**src/rtl/pps_edge_pkg.sv**
```systemverilog
package pps_edge_pkg;

  localparam int unsigned SER_BITS = 4;

  typedef logic [SER_BITS-1:0] ser_word_t;

  // Word holding a rising edge: bits at and after the edge position are high.
  function automatic ser_word_t lead_mask(input logic [1:0] pos);
    ser_word_t ones;
    ones = '1;
    return ones << pos;
  endfunction

  // Word holding a falling edge: only bits before the edge position are high.
  function automatic ser_word_t trail_mask(input logic [1:0] pos);
    ser_word_t ones;
    ones = '1;
    return ~(ones << pos);
  endfunction

endpackage

```
**src/rtl/pps_cycle_counter.sv**
```systemverilog
module pps_cycle_counter #(
  parameter int CYC_PER_SEC = 250_000_000,
  parameter int CYC_W       = 28
) (
  input  logic             clk,
  input  logic             rst,
  output logic [CYC_W-1:0] cyc_idx,
  output logic             sec_last
);
  localparam logic [CYC_W-1:0] LAST_CYC = CYC_W'(CYC_PER_SEC - 1);

  assign sec_last = (cyc_idx == LAST_CYC);

  always_ff @(posedge clk) begin
    if (rst) begin
      cyc_idx <= '0;
    end else if (sec_last) begin
      cyc_idx <= '0;
    end else begin
      cyc_idx <= cyc_idx + CYC_W'(1);
    end
  end
endmodule

```
**src/rtl/pps_target_latch.sv**
```systemverilog
module pps_target_latch #(
  parameter int NS_PER_SEC = 1_000_000_000,
  parameter int CW         = 30,
  parameter int LEN_W      = 16
) (
  input  logic                clk,
  input  logic                rst,
  input  logic                load,
  input  logic [CW-1:0]       delay_ns,
  input  logic signed [CW:0]  corr_ns,
  input  logic [LEN_W-1:0]    len_in,
  output logic [CW-1:0]       tgt_ns,
  output logic [LEN_W-1:0]    len_q
);
  localparam int SW = CW + 3;
  localparam logic signed [SW-1:0] NS_S = SW'(NS_PER_SEC);

  logic signed [SW-1:0] raw_sum;
  logic signed [SW-1:0] wrapped;

  always_comb begin
    raw_sum = NS_S - $signed({3'b000, delay_ns}) + SW'(corr_ns);
    if (raw_sum < 0) begin
      wrapped = raw_sum + NS_S;
    end else if (raw_sum >= NS_S) begin
      wrapped = raw_sum - NS_S;
    end else begin
      wrapped = raw_sum;
    end
  end

  always_ff @(posedge clk) begin
    if (rst) begin
      tgt_ns <= '0;
      len_q  <= '0;
    end else if (load) begin
      tgt_ns <= CW'(wrapped);
      len_q  <= len_in;
    end
  end
endmodule

```
**src/rtl/pps_word_shaper.sv**
```systemverilog
module pps_word_shaper
  import pps_edge_pkg::*;
#(
  parameter int CW    = 30,
  parameter int LEN_W = 16
) (
  input  logic             clk,
  input  logic             rst,
  input  logic [CW-3:0]    cyc_idx,
  input  logic [CW-1:0]    tgt_ns,
  input  logic [LEN_W-1:0] len,
  output ser_word_t        word_q
);
  logic             busy;
  logic [LEN_W-1:0] remain;
  logic [1:0]       pos_q;
  logic             hit;
  ser_word_t        word_d;

  assign hit = (cyc_idx == tgt_ns[CW-1:2]) && (len != '0);

  always_comb begin
    word_d = '0;
    if (hit) begin
      word_d = lead_mask(tgt_ns[1:0]);
    end else if (busy) begin
      word_d = (remain == '0) ? trail_mask(pos_q) : '1;
    end
  end

  always_ff @(posedge clk) begin
    if (rst) begin
      busy   <= 1'b0;
      remain <= '0;
      pos_q  <= '0;
      word_q <= '0;
    end else begin
      word_q <= word_d;
      if (hit) begin
        busy   <= 1'b1;
        remain <= len - LEN_W'(1);
        pos_q  <= tgt_ns[1:0];
      end else if (busy) begin
        if (remain == '0) begin
          busy <= 1'b0;
        end else begin
          remain <= remain - LEN_W'(1);
        end
      end
    end
  end
endmodule

```
**src/rtl/pps_edge_gen.sv**
```systemverilog
module pps_edge_gen
  import pps_edge_pkg::*;
#(
  parameter int NS_PER_SEC = 1_000_000_000,
  parameter int LEN_W      = 16,
  localparam int CW        = $clog2(NS_PER_SEC + 1)
) (
  input  logic               clk,
  input  logic               rst,
  input  logic [CW-1:0]      cable_delay_ns,
  input  logic signed [CW:0] sec_corr_ns,
  input  logic [LEN_W-1:0]   pulse_cycles,
  output logic [3:0]         ser_word
);
  localparam int CYC_PER_SEC = NS_PER_SEC / 4;
  localparam int CYC_W       = CW - 2;

  logic [CYC_W-1:0] cyc_idx;
  logic             sec_last;
  logic [CW-1:0]    tgt_ns;
  logic [LEN_W-1:0] len_q;
  ser_word_t        word_q;

  pps_cycle_counter #(.CYC_PER_SEC(CYC_PER_SEC), .CYC_W(CYC_W)) u_cnt (
    .clk(clk), .rst(rst), .cyc_idx(cyc_idx), .sec_last(sec_last)
  );

  pps_target_latch #(.NS_PER_SEC(NS_PER_SEC), .CW(CW), .LEN_W(LEN_W)) u_tgt (
    .clk(clk), .rst(rst), .load(sec_last),
    .delay_ns(cable_delay_ns), .corr_ns(sec_corr_ns), .len_in(pulse_cycles),
    .tgt_ns(tgt_ns), .len_q(len_q)
  );

  pps_word_shaper #(.CW(CW), .LEN_W(LEN_W)) u_shape (
    .clk(clk), .rst(rst), .cyc_idx(cyc_idx), .tgt_ns(tgt_ns),
    .len(len_q), .word_q(word_q)
  );

  assign ser_word = word_q;
endmodule

```
**config.mk**
```make
export PLATFORM = sky130hd
export DESIGN_NAME = pps_edge_gen
export DESIGN_NICKNAME = d
export VERILOG_FILES = /design/src/rtl/pps_edge_pkg.sv /design/src/rtl/pps_cycle_counter.sv /design/src/rtl/pps_target_latch.sv /design/src/rtl/pps_word_shaper.sv /design/src/rtl/pps_edge_gen.sv
export SDC_FILE = /design/constraint.sdc
export NUM_CORES = 1
export LEC_CHECK = 0
export ABC_AREA = 1
export BUFFER_PORTS_ARGS = -buffer_cell sky130_fd_sc_hd__buf_2
export CORE_MARGIN = 5
export CORE_UTILIZATION = 60
export DETAILED_ROUTE_END_ITERATION = 8
export GPL_TIMING_DRIVEN = 0
export PLACE_DENSITY = 0.8
export SKIP_CTS_REPAIR_TIMING = 1
export SYNTH_ARGS = -nofsm -noshare
export SYNTH_HDL_FRONTEND = slang
export SYNTH_SLANG_ARGS = --single-unit
```
**constraint.sdc**
```tcl
create_clock -name clk -period 4.8 [get_ports clk]
set_input_delay 0.48 -clock clk [delete_from_list [all_inputs] [get_ports clk]]
set_output_delay 0.48 -clock clk [all_outputs]
set_load 0.02 [all_outputs]
```
==> impl_metrics.env, run 1 <==
export IMPL_fin_skew_ps=10.4
export IMPL_clk_pin_slew_ps=70
export IMPL_multi_input_area_mm2=0.00655
export IMPL_worst_hold_path_type="in2reg"
export IMPL_cts_made_buffers=9
export IMPL_synthFlopType="dfxtp_1"
export IMPL_ys_seq_area_share_pct=20.9
export IMPL_synth_fp_nets=1688
export IMPL_switching_share_pct=42.6
export IMPL_synth_seq_cells=96
export IMPL_cts_tree="done"
export IMPL_dieArea_mm2=0.0179
export IMPL_fin_crit_ps=4580
export IMPL_fin_area_mm2=0.0107
export IMPL_peakVddDrop_uv=186
export IMPL_cts_htree_levels=3
export IMPL_first_global_vias=9203
export IMPL_dieWidth_um=134
export IMPL_hold_viol=0
export IMPL_worst_slew_pin_slew_ps=875
export IMPL_grt_max_degree=20
export IMPL_cts_sinks=96
export IMPL_cpMostUsedCell="nand2_1"
export IMPL_drv_slew=0
export IMPL_path_max_fanout=5
export IMPL_wire_per_inst_um=14.4
export IMPL_placementRows=45
export IMPL_status="complete, no violations"
export IMPL_numPortBuffers=82
export IMPL_cts_root_buf="clkbuf_16"
export IMPL_required_ps=5040
export IMPL_rsz0062_at_grt="yes"
export IMPL_seqPwrFrac_pct=28.4
export IMPL_drt_pass1_iter_count=8
export IMPL_fill_cells=1390
export IMPL_place_congestion=0.954
export IMPL_antenna_found_initial=0
export IMPL_synth_cell_types=52
export IMPL_dp_hpwl_um=21200
export IMPL_setup_viol=0
export IMPL_antenna_left=0
export IMPL_placed_cell_area_mm2=0.00983
export IMPL_holdWs_ps=328
export IMPL_p_int_mw=1.62
export IMPL_fin_setup_tns_ps=0
export IMPL_layout_commonest_cell="nand2_1"
export IMPL_cp_data_arrival_time_ps=4820
export IMPL_layout_setup_ws_ps=224
export IMPL_async_flop_share_pct=0
export IMPL_drive_gt1_share_pct=17.5
export IMPL_viasPerCell=5.47
export IMPL_gr_usage_all_layers_pct=28.3
export IMPL_leakage_nw=5.42
export IMPL_cp_start_kind="input pin"
export IMPL_insertion_delay_ps=350
export IMPL_worstSetupEndpointType="flip-flop"
export IMPL_die_h_um=134
export IMPL_fmax_mhz=219
export IMPL_worstSetupPathType="in2reg"
export IMPL_p_comb_share_pct=46.5
export IMPL_design_core_area_mm2=0.0151
export IMPL_drc=0
export IMPL_ios=83
export IMPL_syn_cell_area_mm2=0.00918
export IMPL_max_stage_delay_ps=260
export IMPL_syn_to_final_growth_pct=16.1
export IMPL_powerDensity_mw_per_mm2=265
export IMPL_drtIter0Drc=751
export IMPL_ys_warnings_count=0
export IMPL_cts_buffer_depth=2
export IMPL_layout_common_cells="nand2_1 (481), inv_1 (229), nor2_1 (117)"
export IMPL_place_ws_ps=-438
export IMPL_p_clk_share_pct=25.1
export IMPL_synth_cells=1572
export IMPL_grt_first_pass_wirelength_um=41900
export IMPL_cap_violations=0
export IMPL_final_nets=1795
export IMPL_switching_power_mw=1.20
export IMPL_fin_crit_sh_pct=95.3
export IMPL_synth_edff_count=0
export IMPL_slew_headroom_pct=41.4
export IMPL_grt_overflow_total=0
export IMPL_synth_avg_cell_area_um2=5.84
export IMPL_antenna_cells=0
export IMPL_seqCellArea_mm2=0.00192
export IMPL_wirelength_um=26900
export IMPL_initial_core_util_pct=60.9
export IMPL_cp_slowest_cell="ha_4"
export IMPL_vias=10249
export IMPL_r2r_slack_ps=1550
## cells in the mapped netlist, types with 17 or more instances
library cell / instances / area, µm²
xor2_1: 53 / 464
nand3_1: 105 / 526
nand2_1: 502 / 1880
nor4_1: 17 / 106
ha_1: 36 / 450
inv_1: 233 / 875
nor3_1: 20 / 100
o21ai_0: 66 / 330
nand2_2: 23 / 144
nand3_2: 17 / 170
nand4_1: 31 / 194
a21oi_1: 69 / 345
nor2_1: 138 / 518
o21ai_1: 19 / 95.1
dfxtp_1: 96 / 1920
## power groups by stage
stage,Clock [mW],Sequential [mW],Combinational (mW)
after floorplan,0,0.819,0.890
after global placement,0,0.819,1.14
after detailed placement,0,0.819,1.15
after CTS,0.714,0.801,1.16
after global routing,0.752,0.801,1.46
final,0.710,0.801,1.31
## critical path: cells and delay by family
kind,cells,cell delay [ps]
xor+xnor,1,200
compound gates,5,700
fa+ha+maj,2,450
buf+inv,4,460
simple gates,25,2520
## worst paths after layout
path                                               startpoint                            end  cells after the start
worst max-delay path                        cable_delay_ns[0]  u_tgt.tgt_ns[29]$_SDFFE_PP0P_                     37
worst min-delay path                          pulse_cycles[2]    u_tgt.len_q[2]$_SDFFE_PP0P_                      3
worst max register to register    u_cnt.cyc_idx[0]$_SDFF_PP0_   u_cnt.cyc_idx[26]$_SDFF_PP0_                     14
worst min register to register  u_shape.pos_q[1]$_SDFFE_PP0P_  u_shape.pos_q[1]$_SDFFE_PP0P_                      2
## kinds of logic after synthesis
| group | count (synthesis) | share of synthesized area (%) |
|---|---|---|
| AND/OR/NAND/NOR | 903 | 44.4 |
| flip-flops | 96 | 20.9 |
| AO/OA/AOI/OAI | 188 | 11.1 |
| XOR/XNOR | 68 | 6.49 |
| buffers and inverters | 280 | 12.0 |
| adder cells (fa/ha/maj) | 37 | 5.12 |
## metal layers
layer | global-route usage [%] | share of wire [%] | vias to the layer above | routed length, µm
li1 | - | - | 5213 | -
met1 | 34.0 | 42 | 4622 | 11200
met2 | 51.3 | 49 | 346 | 13300
met3 | 3.51 | 5.9 | 68 | 1590
met4 | 10.5 | 3.3 | 0 | 897
met5 | 0 | 0 | - | 0
## cell type report
type | count | area share (%)
multi-input combinational | 1196 | 61.4
sequential | 96 | 18.0
inverter | 249 | 8.80
timing repair buffer | 96 | 5.16
tap | 188 | 2.21
clock buffer | 9 | 2.11
buffer | 31 | 1.63
clock inverter | 7 | 0.645
## state kept, by name, summed over array words and instances (netlist names)
register        flops
u_shape.remain     16
u_tgt.len_q        16
u_shape.word_q      3
u_cnt.cyc_idx      28
u_shape.pos_q       2
u_shape.busy        1
u_tgt.tgt_ns       30
## through the flow
step | total power, mW | utilization (%) | std cells
after floorplan | 1.71 | - | 1572
after global placement | 1.96 | 65.1 | 1842
after detailed placement | 1.97 | 65.1 | 1842
after CTS | 2.67 | 67.1 | 1858
after global routing | 3.01 | 70.7 | 1872
final | 2.82 | 70.7 | 1872
(Power assumes the default switching activity.)
==> run 2: changes to the inputs <==
--- a/config.mk
+++ b/config.mk
@@ -5,13 +5,12 @@
 export SDC_FILE = /design/constraint.sdc
 export NUM_CORES = 1
 export LEC_CHECK = 0
-export ABC_AREA = 1
 export BUFFER_PORTS_ARGS = -buffer_cell sky130_fd_sc_hd__buf_2
 export CORE_MARGIN = 5
 export CORE_UTILIZATION = 60
 export DETAILED_ROUTE_END_ITERATION = 8
 export GPL_TIMING_DRIVEN = 0
-export PLACE_DENSITY = 0.8
+export PLACE_DENSITY = 0.82
 export SKIP_CTS_REPAIR_TIMING = 1
 export SYNTH_ARGS = -nofsm -noshare
 export SYNTH_HDL_FRONTEND = slang
==> run 2 against run 1 <==
The run now ends with negative setup slack left. Register-to-register slack worse by 1200 ps. Cell count is 27% lower. Die area is 12% lower. Utilization is 1.0 points higher. Sequential cell count stayed put. Sequential power hardly changed. Power is 3.7% lower. Sequential share of layout area is 2.3 points higher. Clock skew is 3.8 ps lower. Non-clock buffer count is 19 higher. Clock power hardly changed. Largest cell class unchanged. Largest power group unchanged.
==> impl_metrics.env, run 2 <==
export IMPL_ios=83
export IMPL_top_regs="u_tgt.tgt_ns x30, u_cnt.cyc_idx x28"
export IMPL_worst_slew_pin_slew_ps=868
export IMPL_first_global_vias=7555
export IMPL_synth_seq_cells=96
export IMPL_fin_crit_sh_pct=113
export IMPL_antenna_cells=0
export IMPL_grt_first_pass_wirelength_um=34900
export IMPL_peakVddDrop_uv=142
export IMPL_ys_seq_area_share_pct=23.9
export IMPL_cts_sinks=96
export IMPL_layout_setup_ws_ps=-644
export IMPL_numPortBuffers=81
export IMPL_wire_per_inst_um=15.9
export IMPL_initial_core_util_pct=60.9
export IMPL_async_flop_share_pct=0
export IMPL_fmax_mhz=184
export IMPL_dieWidth_um=126
export IMPL_cts_htree_levels=3
export IMPL_design_core_area_mm2=0.0132
export IMPL_largest_reg_flops=30
export IMPL_layout_common_cells="nand2_1 (141), nor2_1 (105), dfxtp_1 (96)"
export IMPL_cp_start_kind="input pin"
export IMPL_worstSetupPathType="in2reg"
export IMPL_final_nets=1306
export IMPL_netlist_top_cells_count="nand2_1 (143), nor2_1 (105), dfxtp_1 (96)"
export IMPL_setup_viol=21
export IMPL_insertion_delay_ps=350
export IMPL_power_mw=2.72
export IMPL_required_ps=5070
export IMPL_yosysMostFrequentCell="nand2_1"
export IMPL_violations="negative setup slack"
export IMPL_antenna_left=0
export IMPL_grt_max_degree=15
export IMPL_hold_start="pulse_cycles[5]"
export IMPL_cts_tree="done"
export IMPL_leakage_nw=3.66
export IMPL_drtIter0Drc=739
export IMPL_viasPerCell=6.11
export IMPL_synth_avg_cell_area_um2=7.44
export IMPL_synth_fp_nets=1196
export IMPL_clk_pin_slew_ps=60
export IMPL_crit_reg2reg_launch="u_tgt.len_q[2]$_SDFFE_PP0P_"
export IMPL_crit_path_start="cable_delay_ns[5]"
export IMPL_cts_root_buf="clkbuf_16"
export IMPL_fin_skew_ps=6.57
export IMPL_ys_warnings_count=0
export IMPL_synth_cell_types=79
export IMPL_synth_edff_count=0
export IMPL_placementRows=42
export IMPL_synth_top_area_share_pct=23.9
export IMPL_drt_pass1_iter_count=6
export IMPL_yosys_area_top_type="dfxtp_1"
export IMPL_cts_made_buffers=9
export IMPL_place_ws_ps=-1360
export IMPL_rsz0062_at_grt="yes"
export IMPL_fin_util_pct=71.7
export IMPL_antenna_found_initial=0
export IMPL_powerDensity_mw_per_mm2=288
export IMPL_vias=8375
export IMPL_gr_usage_all_layers_pct=25.9
export IMPL_r2r_end="u_shape.remain[12]$_SDFFE_PP0P_"
export IMPL_wirelength_um=21700
export IMPL_layout_commonest_cell="nand2_1"
export IMPL_synth_area_leaders="dfxtp_1 (24%), xnor2_1 (8.4%), nand2_1 (6.7%)"
export IMPL_dp_hpwl_um=16800
export IMPL_drc=0
export IMPL_drv_slew=0
export IMPL_r2r_slack_ps=360
export IMPL_synthFlopType="dfxtp_1"
export IMPL_place_congestion=0.928
export IMPL_instances_no_fill=1370
export IMPL_worst_hold_path_type="in2reg"
export IMPL_endpoint="u_tgt.tgt_ns[22]$_SDFFE_PP0P_"
export IMPL_synth_cells=1080
export IMPL_status="finished, violations left"
export IMPL_syn_cell_area_mm2=0.00803
export IMPL_dieArea_mm2=0.0158
export IMPL_fin_setup_tns_ps=-10810
export IMPL_die_h_um=126
export IMPL_cts_buffer_depth=2
export IMPL_largest_register="u_tgt.tgt_ns"
export IMPL_dpl_cell_count=1338
export IMPL_path_max_fanout=10
export IMPL_slew_headroom_pct=40.7
export IMPL_ff2ff_path_depth=14
export IMPL_worstSetupEndpointType="flip-flop"
export IMPL_syn_to_final_growth_pct=17.7
export IMPL_hold_viol=0
export IMPL_cp_data_arrival_time_ps=5710
export IMPL_cap_violations=0
export IMPL_grt_overflow_total=0
export IMPL_min_path_cells=3
export IMPL_drive_gt1_share_pct=17.3
export IMPL_fin_crit_ps=5440
-- run 2: cell count changes after synthesis, sizes merged, moves of 17 or more --
cell and delta:
xnor2 +62, nand3 -76, nand2 -386, and3 +17, o21ai -35, inv -234
nor2 -51, a21o +17, a21oi +18, clkbuf +22, or3 +20
-- run 2: worst min path at each step --
stage and to:
2_1_floorplan u_tgt.tgt_ns[10]$_SDFFE_PP0P_, 6_report u_tgt.len_q[5]$_SDFFE_PP0P_, 4_1_cts u_tgt.len_q[3]$_SDFFE_PP0P_, 3_3_place_gp u_tgt.tgt_ns[10]$_SDFFE_PP0P_
3_5_place_dp u_tgt.tgt_ns[10]$_SDFFE_PP0P_, 5_1_grt u_tgt.len_q[3]$_SDFFE_PP0P_
-- run 2: cell type report --
class | instances | area (µm²)
fillers | 1110 | 3740
plain buffers | 42 | 200
clock buffers | 12 | 246
flip-flops and latches | 96 | 1920
clock inverters | 3 | 42.5
multi-input cells | 924 | 6180
repair buffers | 104 | 592
inverters | 13 | 48.8
well taps | 176 | 220
-- run 2: per-stage QoR --
stage                     hold WS [ps]  instance area [µm²]
after global placement             447                 8770
after CTS                          370                 9060
final                              371                 9450
after global routing               382                 9450
after floorplan                    435                 8140
after detailed placement           450                 8770
-- run 2: metal layers --
| metal | vias up | wire length, µm | global-route usage (%) |
|---|---|---|---|
| met2 | 274 | 10500 | 45.5 |
| met1 | 3888 | 9410 | 32.3 |
| li1 | 4151 | - | - |
| met4 | 0 | 715 | 10.5 |
| met5 | - | 0 | 0 |
| met3 | 62 | 1110 | 3.01 |
-- run 2: cells by family after synthesis --
| kind of cell | Yosys count | share of synthesized area (%) |
|---|---|---|
| DFF | 96 | 23.9 |
| buffers and inverters | 60 | 3.24 |
| xor gates and xnor gates | 131 | 14.3 |
| adders and majority gates | 37 | 5.86 |
| muxes | 15 | 1.93 |
| and+or+nand+nor | 471 | 28.8 |
| AOI/OAI and AO/OA | 270 | 21.9 |
-- run 2: critical path, stage by stage --
cell	delay, ps
buf_8	100
nor4_4	390
a31oi_2	180
o21ai_2	180
or3b_4	420
a31oi_4	200
inv_2	50
a21oi_2	160
nand3b_1	200
xnor2_2	150
ha_4	260
a21oi_4	170
o21ai_2	90
nor2_1	100
or3b_4	400
o211a_1	260
or2_4	270
o31a_1	240
a311o_1	330
o211ai_1	310
buf_4	220
buf_6	150
nand2_1	90
xnor2_2	140
a31oi_1	170
-- run 2: power breakdown --
part	internal [mW]	leakage [nW]	switching, mW
logic	0.493	2.75	0.711
registers	0.798	0.773	0.00395
clock network	0.415	0.139	0.297
total	1.71	3.66	1.01
==> run 3: changes to the inputs <==
--- a/config.mk
+++ b/config.mk
@@ -11,7 +11,9 @@
 export DETAILED_ROUTE_END_ITERATION = 8
 export GPL_TIMING_DRIVEN = 0
 export PLACE_DENSITY = 0.82
+export RECOVER_POWER = 25
 export SKIP_CTS_REPAIR_TIMING = 1
+export SKIP_LAST_GASP = 1
 export SYNTH_ARGS = -nofsm -noshare
 export SYNTH_HDL_FRONTEND = slang
 export SYNTH_SLANG_ARGS = --single-unit
==> constraint.sdc (replaced) <==
create_clock -name clk -period 6.7 [get_ports clk]
set_input_delay 0.67 -clock clk [delete_from_list [all_inputs] [get_ports clk]]
set_output_delay 0.67 -clock clk [all_outputs]
set_load 0.02 [all_outputs]
==> run 3 against run 2 <==
Sequential cell count is the same. Worst hold slack gained 91 ps. The run now ends clean. Highest routed layer unchanged. Power shrank 31%. Cell count shrank 1.2%.
==> impl_metrics.env, run 3 (same netlist as run 2, synthesis figures left out) <==
export IMPL_hold_viol=0
export IMPL_syn_to_final_growth_pct=12.2
export IMPL_top_regs="u_tgt.tgt_ns x30, u_cnt.cyc_idx x28"
export IMPL_layout_common_cells="nand2_1 (143), nor2_1 (105), dfxtp_1 (96)"
export IMPL_slew_headroom_pct=41.9
export IMPL_cts_root_buf="clkbuf_16"
export IMPL_placementRows=42
export IMPL_cts_tree="done"
export IMPL_holdWs_ps=463
export IMPL_clk_pin_slew_ps=60
export IMPL_grt_first_pass_wirelength_um=35800
export IMPL_insertion_delay_ps=350
export IMPL_wire_per_inst_um=16.1
export IMPL_cts_made_buffers=9
export IMPL_power_mw=1.87
export IMPL_worstSetupEndpointType="flip-flop"
export IMPL_antenna_cells=0
export IMPL_gr_usage_all_layers_pct=26.6
export IMPL_antenna_found_initial=0
export IMPL_ios=83
export IMPL_fin_skew_ps=7.96
export IMPL_peakVddDrop_uv=99.6
export IMPL_fill_cells=1179
export IMPL_antenna_left=0
export IMPL_worstSetupPathType="in2reg"
export IMPL_dieArea_mm2=0.0158
export IMPL_design_core_area_mm2=0.0132
export IMPL_required_ps=6910
export IMPL_max_stage_delay_ps=480
export IMPL_status="complete, no violations"
export IMPL_dp_hpwl_um=16800
export IMPL_largest_register="u_tgt.tgt_ns"
export IMPL_place_congestion=0.924
export IMPL_die_h_um=126
export IMPL_grt_max_degree=16
export IMPL_fin_area_mm2=0.00901
export IMPL_largest_reg_flops=30
export IMPL_worst_hold_path_type="reg2reg"
export IMPL_placed_cell_area_mm2=0.00866
export IMPL_cts_htree_levels=3
export IMPL_layout_commonest_cell="nand2_1"
export IMPL_cap_violations=0
export IMPL_drv_slew=0
export IMPL_fin_util_pct=68.3
export IMPL_fmax_mhz=159
export IMPL_cp_data_arrival_time_ps=6490
export IMPL_cts_sinks=96
export IMPL_worst_slew_pin_slew_ps=864
export IMPL_vias=8344
export IMPL_setup_viol=0
export IMPL_path_max_fanout=10
export IMPL_drtIter0Drc=640
export IMPL_powerDensity_mw_per_mm2=208
export IMPL_fin_crit_sh_pct=93.8
export IMPL_dieWidth_um=126
export IMPL_drc=0
export IMPL_leakage_nw=3.49
export IMPL_first_global_vias=7680
export IMPL_cts_buffer_depth=2
export IMPL_r2r_slack_ps=1840
export IMPL_cp_slowest_cell="or3b_2"
export IMPL_viasPerCell=6.16
export IMPL_numPortBuffers=81
export IMPL_cp_start_kind="input pin"
export IMPL_fin_setup_tns_ps=0
export IMPL_initial_core_util_pct=60.9
export IMPL_drt_pass1_iter_count=5
export IMPL_drive_gt1_share_pct=11.4
export IMPL_grt_overflow_total=0
export IMPL_fin_crit_ps=6290
export IMPL_wirelength_um=21800
export IMPL_final_nets=1289
export IMPL_rsz0062_at_grt="no"
export IMPL_cpMostUsedCell="a31oi_1"
-- run 3: cell count changes in the layout (fill, tap and decap cells not counted), sizes merged --
| cell | before | now |
|---|---|---|
| buf | 115 | 89 |
| clkbuf | 43 | 50 |
| bufinv | 1 | 2 |
| clkinv | 1 | 3 |
-- run 3: final timing paths --
| check | start | to | cells past startpoint |
|---|---|---|---|
| worst max register to register | u_tgt.len_q[2]$_SDFFE_PP0P_ | u_shape.remain[12]$_SDFFE_PP0P_ | 14 |
| worst max-delay path | cable_delay_ns[5] | u_tgt.tgt_ns[22]$_SDFFE_PP0P_ | 26 |
| worst min register to register | u_tgt.tgt_ns[29]$_SDFFE_PP0P_ | u_tgt.tgt_ns[29]$_SDFFE_PP0P_ | 2 |
| worst min-delay path | u_tgt.tgt_ns[29]$_SDFFE_PP0P_ | u_tgt.tgt_ns[29]$_SDFFE_PP0P_ | 2 |
-- run 3: area by class of cell --
type                    count  area [µm²]  share of cell area [%]
plain buffers              46         210                    2.33
clock buffers              10         239                    2.65
clock inverters             6        82.6                   0.916
inverters                  13        48.8                   0.541
multi-input cells         924        5880                    65.2
flip-flops and latches     96        1920                    21.3
well taps                 176         220                    2.44
repair buffers             83         414                    4.59
-- run 3: metrics by stage --
step,instances,worst slack (ps)
after floorplan,1080,624
after global placement,1337,-510
after detailed placement,1338,-588
after CTS,1354,-226
after global routing,1354,44.2
final,1354,414
-- run 3: routing by layer --
layer / GRT usage, % / share of wire [%] / vias up
met5: 0 / 0 / -
met4: 10.7 / 3.5 / 0
met3: 2.96 / 5.4 / 65
met2: 47.4 / 48 / 307
met1: 32.8 / 43 / 3841
li1: - / - / 4131
-- run 3: where the power goes --
part | switching (mW) | internal [mW] | total (mW)
registers | 0.00292 | 0.572 | 0.575
clock network | 0.219 | 0.335 | 0.554
logic | 0.462 | 0.284 | 0.746
-- run 3: worst max-delay path: cells and delay by family --
kind	cells	cell delay [ps]
compound gates	11	2560
xor+xnor	2	330
fa+ha+maj	1	330
buf+inv	5	730
simple gates	7	1880
